### src/rtl/byte_split_pkg.sv
package byte_split_pkg;

    localparam int RES_W  = 10;
    localparam int BUS_W  = 8;
    localparam int LOW_W  = RES_W - BUS_W;
    localparam int PAD_W  = BUS_W - LOW_W;

    typedef enum logic {
        SEL_HIGH = 1'b0,
        SEL_LOW  = 1'b1
    } byte_sel_e;

    typedef struct packed {
        logic             oe;
        logic [BUS_W-1:0] data;
    } bus_beat_t;

    function automatic logic [BUS_W-1:0] format_byte(
        input logic [RES_W-1:0] res,
        input byte_sel_e        sel
    );
        logic [BUS_W-1:0] b;
        b = '0;
        if (sel == SEL_HIGH) begin
            b = res[RES_W-1:LOW_W];
        end else begin
            for (int i = 0; i < LOW_W; i++) begin
                b[PAD_W + i] = res[i];
            end
        end
        return b;
    endfunction

endpackage

### src/rtl/byte_split_strobe.sv
module byte_split_strobe #(
    parameter bit ADV_ON_CS_END = 1'b0
) (
    input  logic clk,
    input  logic rst,
    input  logic cs_n,
    input  logic rd_n,
    output logic active,
    output logic start_p,
    output logic done_p
);
    logic act_q;

    always_comb begin
        active  = ~cs_n & ~rd_n;
        start_p = active & ~act_q;
        done_p  = act_q & ~active & (~cs_n | ADV_ON_CS_END);
    end

    always_ff @(posedge clk) begin
        if (rst) act_q <= 1'b0;
        else     act_q <= active;
    end
endmodule

### src/rtl/byte_split_pointer.sv
module byte_split_pointer
    import byte_split_pkg::*;
(
    input  logic             clk,
    input  logic             rst,
    input  logic [RES_W-1:0] result,
    input  logic             load,
    input  logic             done_p,
    output logic [RES_W-1:0] hold_nx,
    output byte_sel_e        sel_nx
);
    logic [RES_W-1:0] hold_q;
    byte_sel_e        sel_q;

    always_comb begin
        hold_nx = hold_q;
        sel_nx  = sel_q;
        if (load) begin
            hold_nx = result;
            sel_nx  = SEL_HIGH;
        end else if (done_p) begin
            sel_nx  = (sel_q == SEL_HIGH) ? SEL_LOW : SEL_HIGH;
        end
    end

    always_ff @(posedge clk) begin
        if (rst) begin
            hold_q <= '0;
            sel_q  <= SEL_HIGH;
        end else begin
            hold_q <= hold_nx;
            sel_q  <= sel_nx;
        end
    end
endmodule

### src/rtl/byte_split_drive.sv
module byte_split_drive
    import byte_split_pkg::*;
(
    input  logic             clk,
    input  logic             rst,
    input  logic             active,
    input  logic             start_p,
    input  logic [RES_W-1:0] hold,
    input  byte_sel_e        sel,
    output bus_beat_t        beat,
    output logic             start_q
);
    always_ff @(posedge clk) begin
        if (rst) begin
            beat    <= '0;
            start_q <= 1'b0;
        end else begin
            beat.oe <= active;
            start_q <= start_p;
            if (start_p)      beat.data <= format_byte(hold, sel);
            else if (!active) beat.data <= '0;
        end
    end
endmodule

### src/rtl/byte_split_reader.sv
module byte_split_reader
    import byte_split_pkg::*;
#(
    parameter bit ADV_ON_CS_END = 1'b0
) (
    input  logic             clk,
    input  logic             rst,
    input  logic [RES_W-1:0] result_i,
    input  logic             new_result_i,
    input  logic             cs_n_i,
    input  logic             rd_n_i,
    output logic [BUS_W-1:0] bus_data_o,
    output logic             bus_oe_o,
    output logic             read_start_o
);
    logic             active, start_p, done_p;
    logic [RES_W-1:0] hold_nx;
    byte_sel_e        sel_nx;
    bus_beat_t        beat;

    byte_split_strobe #(.ADV_ON_CS_END(ADV_ON_CS_END)) u_strobe (
        .clk(clk), .rst(rst), .cs_n(cs_n_i), .rd_n(rd_n_i),
        .active(active), .start_p(start_p), .done_p(done_p)
    );

    byte_split_pointer u_ptr (
        .clk(clk), .rst(rst), .result(result_i), .load(new_result_i),
        .done_p(done_p), .hold_nx(hold_nx), .sel_nx(sel_nx)
    );

    byte_split_drive u_drive (
        .clk(clk), .rst(rst), .active(active), .start_p(start_p),
        .hold(hold_nx), .sel(sel_nx), .beat(beat), .start_q(read_start_o)
    );

    assign bus_data_o = beat.data;
    assign bus_oe_o   = beat.oe;
endmodule

### config.mk
export PLATFORM = sky130hd
export DESIGN_NAME = byte_split_reader
export DESIGN_NICKNAME = d
export VERILOG_FILES = /design/src/rtl/byte_split_pkg.sv /design/src/rtl/byte_split_strobe.sv /design/src/rtl/byte_split_pointer.sv /design/src/rtl/byte_split_drive.sv /design/src/rtl/byte_split_reader.sv
export SDC_FILE = /design/constraint.sdc
export NUM_CORES = 1
export LEC_CHECK = 0
export ABC_CLOCK_PERIOD_IN_PS = 1710
export CAP_MARGIN = 20
export CORE_UTILIZATION = 40
export DETAILED_ROUTE_END_ITERATION = 12
export HOLD_SLACK_MARGIN = 0.08
export PLACE_DENSITY = 0.7
export SLEW_MARGIN = 0
export SYNTH_ARGS = -nofsm -noshare
export SYNTH_HDL_FRONTEND = slang
export SYNTH_SLANG_ARGS = --single-unit
### constraint.sdc
create_clock -name clk -period 1.71 [get_ports clk]
set_input_delay 0.342 -clock clk [delete_from_list [all_inputs] [get_ports clk]]
set_output_delay 0.342 -clock clk [all_outputs]
set_load 0.005 [all_outputs]
==> summary.md, run 1 <==
| Metric | Value |
|---|---|
| Area leader, netlist | `dfxtp_1` |
| Worst Setup Start Kind | `flop` |
| Hold path cells | `1` |
| Ant diodes | `0` |
| Yosys Warn Count | `0` |
| CTS tree | `done` |
| Crit Path Max Fanout | `9` |
| Crit path max-delay cell type | `clkdlybuf4s50_1` |
| Placed Area | `between 1000 and 1500 um2` |
| Max_cap viols | `0` |
| Detail Route Antenna Nets | `0` |
| Critical-path cell list | `clkdlybuf4s50_1` |
| Worst-Margin Slew | `roughly 560 ps` |
| Status | `complete, no violations` |
| Worst R2R Setup Slack | `approximately 500 ps` |
| Largest net degree at the start of global routing | `13` |
| Worst Min Path Start | `u_drive.beat[0]` |
| Die height | `45.6 um` |
| Count leader, synth | `dfxtp_1` |
| Total vias in the final route | `approximately 580` |
| Drt first pass iters | `2` |
| First-pass GRT wire length | `about 2300 um` |
| Pre-CTS setup slack | `-8.46 ps` |
| Hold crit path type | `reg -> reg` |
| Final worst slack | `112 ps` |
| Layout Skew | `roughly 2 ps` |
| Core area | `between 1500 and 2000 um2` |
| Die area | `~2100 um2` |
| Final min period | `between 1500 and 2000 ps` |
| Top cells by area, synth | `dfxtp_1, mux2i_1, a22o_1` |
| Nets | `115` |
| FF-to-FF path depth | `2` |
| Achievable frequency | `~630 MHz` |
| Clock buffers created by TritonCTS | `3` |
| Die W | `approximately 46 um` |
| Synth Cell Area | `762 um2` |
| Initial antenna violation count | `0` |
| Row count | `15` |
| Crit path DAT | `1260 ps` |
| DRC Markers | `0` |
| Remaining global-route overflow | `0` |
| Unique masters post-synth | `17` |
| Setup crit end kind | `output port` |
| Seq/Total Area, Yosys | `55.2%` |
| Vias in the first global route | `approximately 570` |
| Crit Path Category | `reg -> out` |
| DR WL/cell | `roughly 11 um` |
| Share of layout cells above drive strength 1 | `around 14%` |
| RSZ-0062 raised after global routing | `no` |
| Area share of the largest cell type after synthesis | `between 50% and 60%` |
| Mean post-synth cell area | `10.9 um2` |
| Slew HR | `between 60% and 70%` |
| Clk_lat worst skew | `~300 ps` |
| # hold bufs at CTS | `0` |
| DP Wirelength | `~1100 um` |
| Synth Net Count | `85` |
| IO buf count | `24` |
| Crit path buf inv count | `1` |
| Ys async rst share | `0%` |
| EDFF count, synth | `0` |
| All-layer global routing usage | `between 15 and 20%` |
| Reg clk slew, reported paths | `between 100 and 150 ps` |
| Top Ports | `25` |
| Worst endpoint required time | `~1400 ps` |
| Top cells by count, synth | `dfxtp_1, nor2_1, mux2i_1` |
| Leakage | `0.448 nW` |
| Initial Util | `roughly 43%` |
| WHS Endpoint | `u_drive.beat[0]` |
| Clock tree sinks | `21` |
| Crit path largest cell delay | `520 ps` |
| Post-synthesis cell count | `70` |
| RR Startpoint | `u_drive.beat[8]` |
| P per Cell Area | `between 700 and 800 nW/um2` |
| Worst vdd rail ir drop | `0.471 mV` |
| Final Cycle Share | `between 90% and 100%` |
| Reg-to-Reg End | `u_drive.beat[4]` |
| Final hold vios | `0` |
| Final setup vio count | `0` |
| DR vias/cell | `around 4.7` |
| Htree depth | `1` |
| Routability cong. | `0.720` |
| CP top delay family | `buffers and inverters` |
| Max Buffers Root-to-Sink | `2` |
| Register bit total from synthesis | `21` |
| Root Buffer Master | `clkbuf_4` |
| Detailed Route WL | `between 1000 and 1500 um` |
| Final Max Slew Viols | `0` |
| Initial drt markers | `13` |
| Predominant post-synthesis flop cell | `dfxtp_1` |
| Area grow syn2layout | `41.7%` |
| Design Area, Final | `1080 um2` |
## cells by family (layout without fill, tap and decap cells)
kind of cell | count (synthesis) | in the layout | synth area share (%)
AO/OA/AOI/OAI | 10 | 10 | 11.2
buffers and inverters | 6 | 35 | 4.10
flip-flops | 21 | 21 | 55.2
AND/OR/NAND/NOR | 22 | 22 | 15.1
multiplexers | 11 | 11 | 14.5
## worst reg2reg max path, delay by kind of cell (launching register included)
kind,cells,cell delay [ps]
simple gates,1,560
compound gates,1,220
flops,1,380
## registers in the layout (all words and copies together) (netlist names)
| name | flops |
|---|---|
| u_drive.beat | 9 |
| u_drive.start_q | 1 |
| u_ptr.hold_q | 10 |
| u_ptr.sel_q | 1 |
## per-stage QoR
step / utilization [%] / power [mW] / cells / TNS (ps) / hold slack [ps]
2_1_floorplan: - / 0.574 / 70 / 0 / 426
3_3_place_gp: 59.6 / 0.635 / 120 / 0 / 464
3_5_place_dp: 59.6 / 0.636 / 120 / -12.0 / 477
4_1_cts: 61.2 / 0.873 / 124 / 0 / 509
5_1_grt: 61.2 / 0.904 / 124 / 0 / 523
6_report: 61.2 / 0.859 / 124 / 0 / 501
## cell type report
cell class                 count  area [um2]
timing repair buffer          30         285
clock inverter                 1        5.00
sequential                    21         422
multi-input combinational     43         310
tap                           25        31.3
clock buffer                   3        22.5
inverter                       1        3.75
fill                         162         684
## how the worst max path moves through the flow
| stage | start | endpoint | slack (ps) | cells after the start |
|---|---|---|---|---|
| after floorplan | new_result_i | u_drive.beat[2] | 490 | 5 |
| after detailed placement | cs_n_i | u_drive.beat[5] | -8 | 4 |
| after global routing | u_drive.beat[8] | bus_oe_o | 50 | 1 |
| final | u_drive.beat[8] | bus_oe_o | 110 | 1 |
| after CTS | u_drive.beat[8] | bus_oe_o | 100 | 1 |
| after global placement | cs_n_i | u_drive.beat[5] | 30 | 4 |
## report_power, final
part / leakage, nW / switching (mW) / internal [mW]
clock network: 0.0177 / 0.148 / 0.0872
registers: 0.172 / 0.00881 / 0.510
logic: 0.258 / 0.0384 / 0.0679
total: 0.448 / 0.195 / 0.665
## layer usage
metal	share of wire (%)	track usage, %	vias to the layer above
li1	-	-	301
met1	50	20.5	262
met2	44	24.3	14
met3	5.2	7.14	2
met4	0.85	7.27	0
met5	0	0	-
## placed cells by master (no fill, tap or decap), types with 2 or more instances in the layout
| cell type | synthesis | final |
|---|---|---|
| buf_4 | 2 | 6 |
| dfxtp_1 | 21 | 20 |
| nor3b_1 | 2 | 2 |
| o21a_1 | 2 | 2 |
| a311oi_1 | 2 | 2 |
| nand2_1 | 2 | 2 |
| nor2_1 | 13 | 13 |
| mux2i_1 | 11 | 11 |
| a22o_1 | 6 | 6 |
| clkdlybuf4s50_1 | 0 | 24 |
| clkbuf_4 | 0 | 3 |
## timing repair
item                                    CTS  global route
setup buffers                             0             0
endpoints found under the setup margin    1             0
gates resized for setup                   1             0
No activity file was read; power rests on OpenSTA's default activity.
==> run 2, diff against run 1 <==
--- a/config.mk
+++ b/config.mk
@@ -11,6 +11,7 @@
 export DETAILED_ROUTE_END_ITERATION = 12
 export HOLD_SLACK_MARGIN = 0.08
 export PLACE_DENSITY = 0.7
+export RECOVER_POWER = 100
 export SLEW_MARGIN = 0
 export SYNTH_ARGS = -nofsm -noshare
 export SYNTH_HDL_FRONTEND = slang
==> summary.md, run 2 (synthesis results as in run 1) <==
| Metric | Value |
|---|---|
| P per Cell Area | `roughly 800 nW/um2` |
| Max_cap viols | `0` |
| Root Buffer Master | `clkbuf_4` |
| Crit path max-delay cell type | `dlygate4sd3_1` |
| Leakage | `0.470 nW` |
| Pre-CTS setup slack | `-8.46 ps` |
| Commonest cells after routing, fill and taps aside | `dfxtp_1, nor2_1, clkdlybuf4s50_1` |
| CP top delay family | `buffers and inverters` |
| Final Max Slew Viols | `0` |
| Htree depth | `1` |
| Final hold vios | `0` |
| Routability cong. | `~0.72` |
| Clk_lat worst skew | `~300 ps` |
| Nets | `about 120` |
| Crit path DAT | `~1800 ps` |
| Worst vdd rail ir drop | `~0.47 mV` |
| Worst-Margin Slew | `between 500 and 600 ps` |
| Final min period | `approximately 1600 ps` |
| IO buf count | `24` |
| Placed Instances | `120` |
| Fill count | `162` |
| Clock tree sinks | `21` |
| Crit path largest cell delay | `a little under 600 ps` |
| Register bank with the most flops | `u_ptr.hold_q` |
| Commonest non-fill, non-tap cell in the layout | `dfxtp_1` |
| Core area | `between 1500 and 2000 um2` |
| Status | `complete, no violations` |
| Row count | `15` |
| Largest registers | `u_ptr.hold_q: 10 flops, u_drive.beat: 9 flops` |
| DP Wirelength | `approximately 1100 um` |
| Initial antenna violation count | `0` |
| Final setup TNS | `0 ps` |
| Worst endpoint required time | `about 1900 ps` |
| Worst Setup Start Kind | `primary input` |
| Hold crit path type | `reg -> reg` |
| Detail Route Antenna Nets | `0` |
| Final worst slack | `roughly 110 ps` |
| Crit path buf inv count | `2` |
| Remaining global-route overflow | `0` |
| Total vias in the final route | `581` |
| Initial Util | `between 40% and 50%` |
| Reg clk slew, reported paths | `between 100 and 150 ps` |
| Setup crit end kind | `flop` |
| RSZ-0062 raised after global routing | `no` |
| Largest register FFs | `10` |
| Die area | `approximately 2100 um2` |
| Layout Skew | `about 2.0 ps` |
| Die height | `45.6 um` |
| First-pass GRT wire length | `2350 um` |
| Top Ports | `25` |
| DR WL/cell | `around 11 um` |
| CTS tree | `done` |
| All-layer global routing usage | `between 10% and 20%` |
| Critical-path cell list | `dlygate4sd3_1 > clkbuf_1 > mux2i_1 > nor2_1 > a22o_1` |
| Final setup vio count | `0` |
| Initial drt markers | `8` |
| DR vias/cell | `around 4.7` |
| Die W | `about 46 um` |
| DRC Markers | `0` |
| Area grow syn2layout | `40.1%` |
| Crit Path Max Fanout | `6` |
| Achievable frequency | `about 620 MHz` |
| Share of layout cells above drive strength 1 | `between 10% and 20%` |
| Slew HR | `a little over three fifths` |
| Vias in the first global route | `~570` |
| Fin cells | `124` |
| Crit Path Category | `in -> reg` |
| Max Buffers Root-to-Sink | `2` |
| Detailed Route WL | `1400 um` |
| Largest net degree at the start of global routing | `13` |
| Setup bufs post-CTS | `0` |
| Final Cycle Share | `about 94%` |
| Ant diodes | `0` |
| Clock buffers created by TritonCTS | `3` |
| Drt first pass iters | `2` |
run 2: what timing repair did:
action	4_1_cts	5_1_grt
endpoints found under the setup margin	1	0
hold buffers	0	0
gates resized for setup	1	0
run 2: per-stage QoR:
stage	power (mW)	cell area [um2]	hold WS [ps]	utilization, %
after floorplan	0.574	762	426	-
after global placement	0.635	1050	464	59.6
after detailed placement	0.636	1050	477	59.6
after CTS	0.873	1080	509	61.2
after global routing	0.897	1070	517	60.5
final	0.853	1070	496	60.5
run 2: cell type report:
class	count	area [um2]	area share, %
repair buffers	30	278	26.0
multi-input cells	43	305	28.6
flip-flops and latches	21	422	39.5
clock inverters	1	5.00	0.469
clock buffers	3	22.5	2.11
well taps	25	31.3	2.93
inverters	1	3.75	0.352
run 2: worst register-to-register path, cell delays in order, from the launching register on:
cell	delay (ps)
dfxtp_2	380
nor4_2	560
a22o_1	220
run 2: path summary, 6_finish.rpt:
kind                   start              end  slack (ps)  cells past startpoint
min          u_drive.beat[0]  u_drive.beat[0]         500                      1
min reg2reg  u_drive.beat[0]  u_drive.beat[0]         500                      1
max             new_result_i  u_drive.beat[4]         110                      5
max reg2reg  u_drive.beat[8]  u_drive.beat[4]         500                      2
run 2: report_power, final:
group          total, mW  switching (mW)  internal [mW]  leakage, nW
clock              0.235           0.148         0.0872       0.0177
combinational      0.100          0.0380         0.0623        0.280
sequential         0.518         0.00857          0.510        0.172
run 2: layer usage:
layer / wire (um) / global-route usage (%) / vias up / part of all wire (%)
li1: - / - / 302 / -
met1: 701 / 20.5 / 263 / 50
met5: 0 / 0 / - / 0
met4: 12 / 7.27 / 0 / 0.86
met3: 73 / 7.14 / 2 / 5.2
met2: 613 / 24.3 / 14 / 44
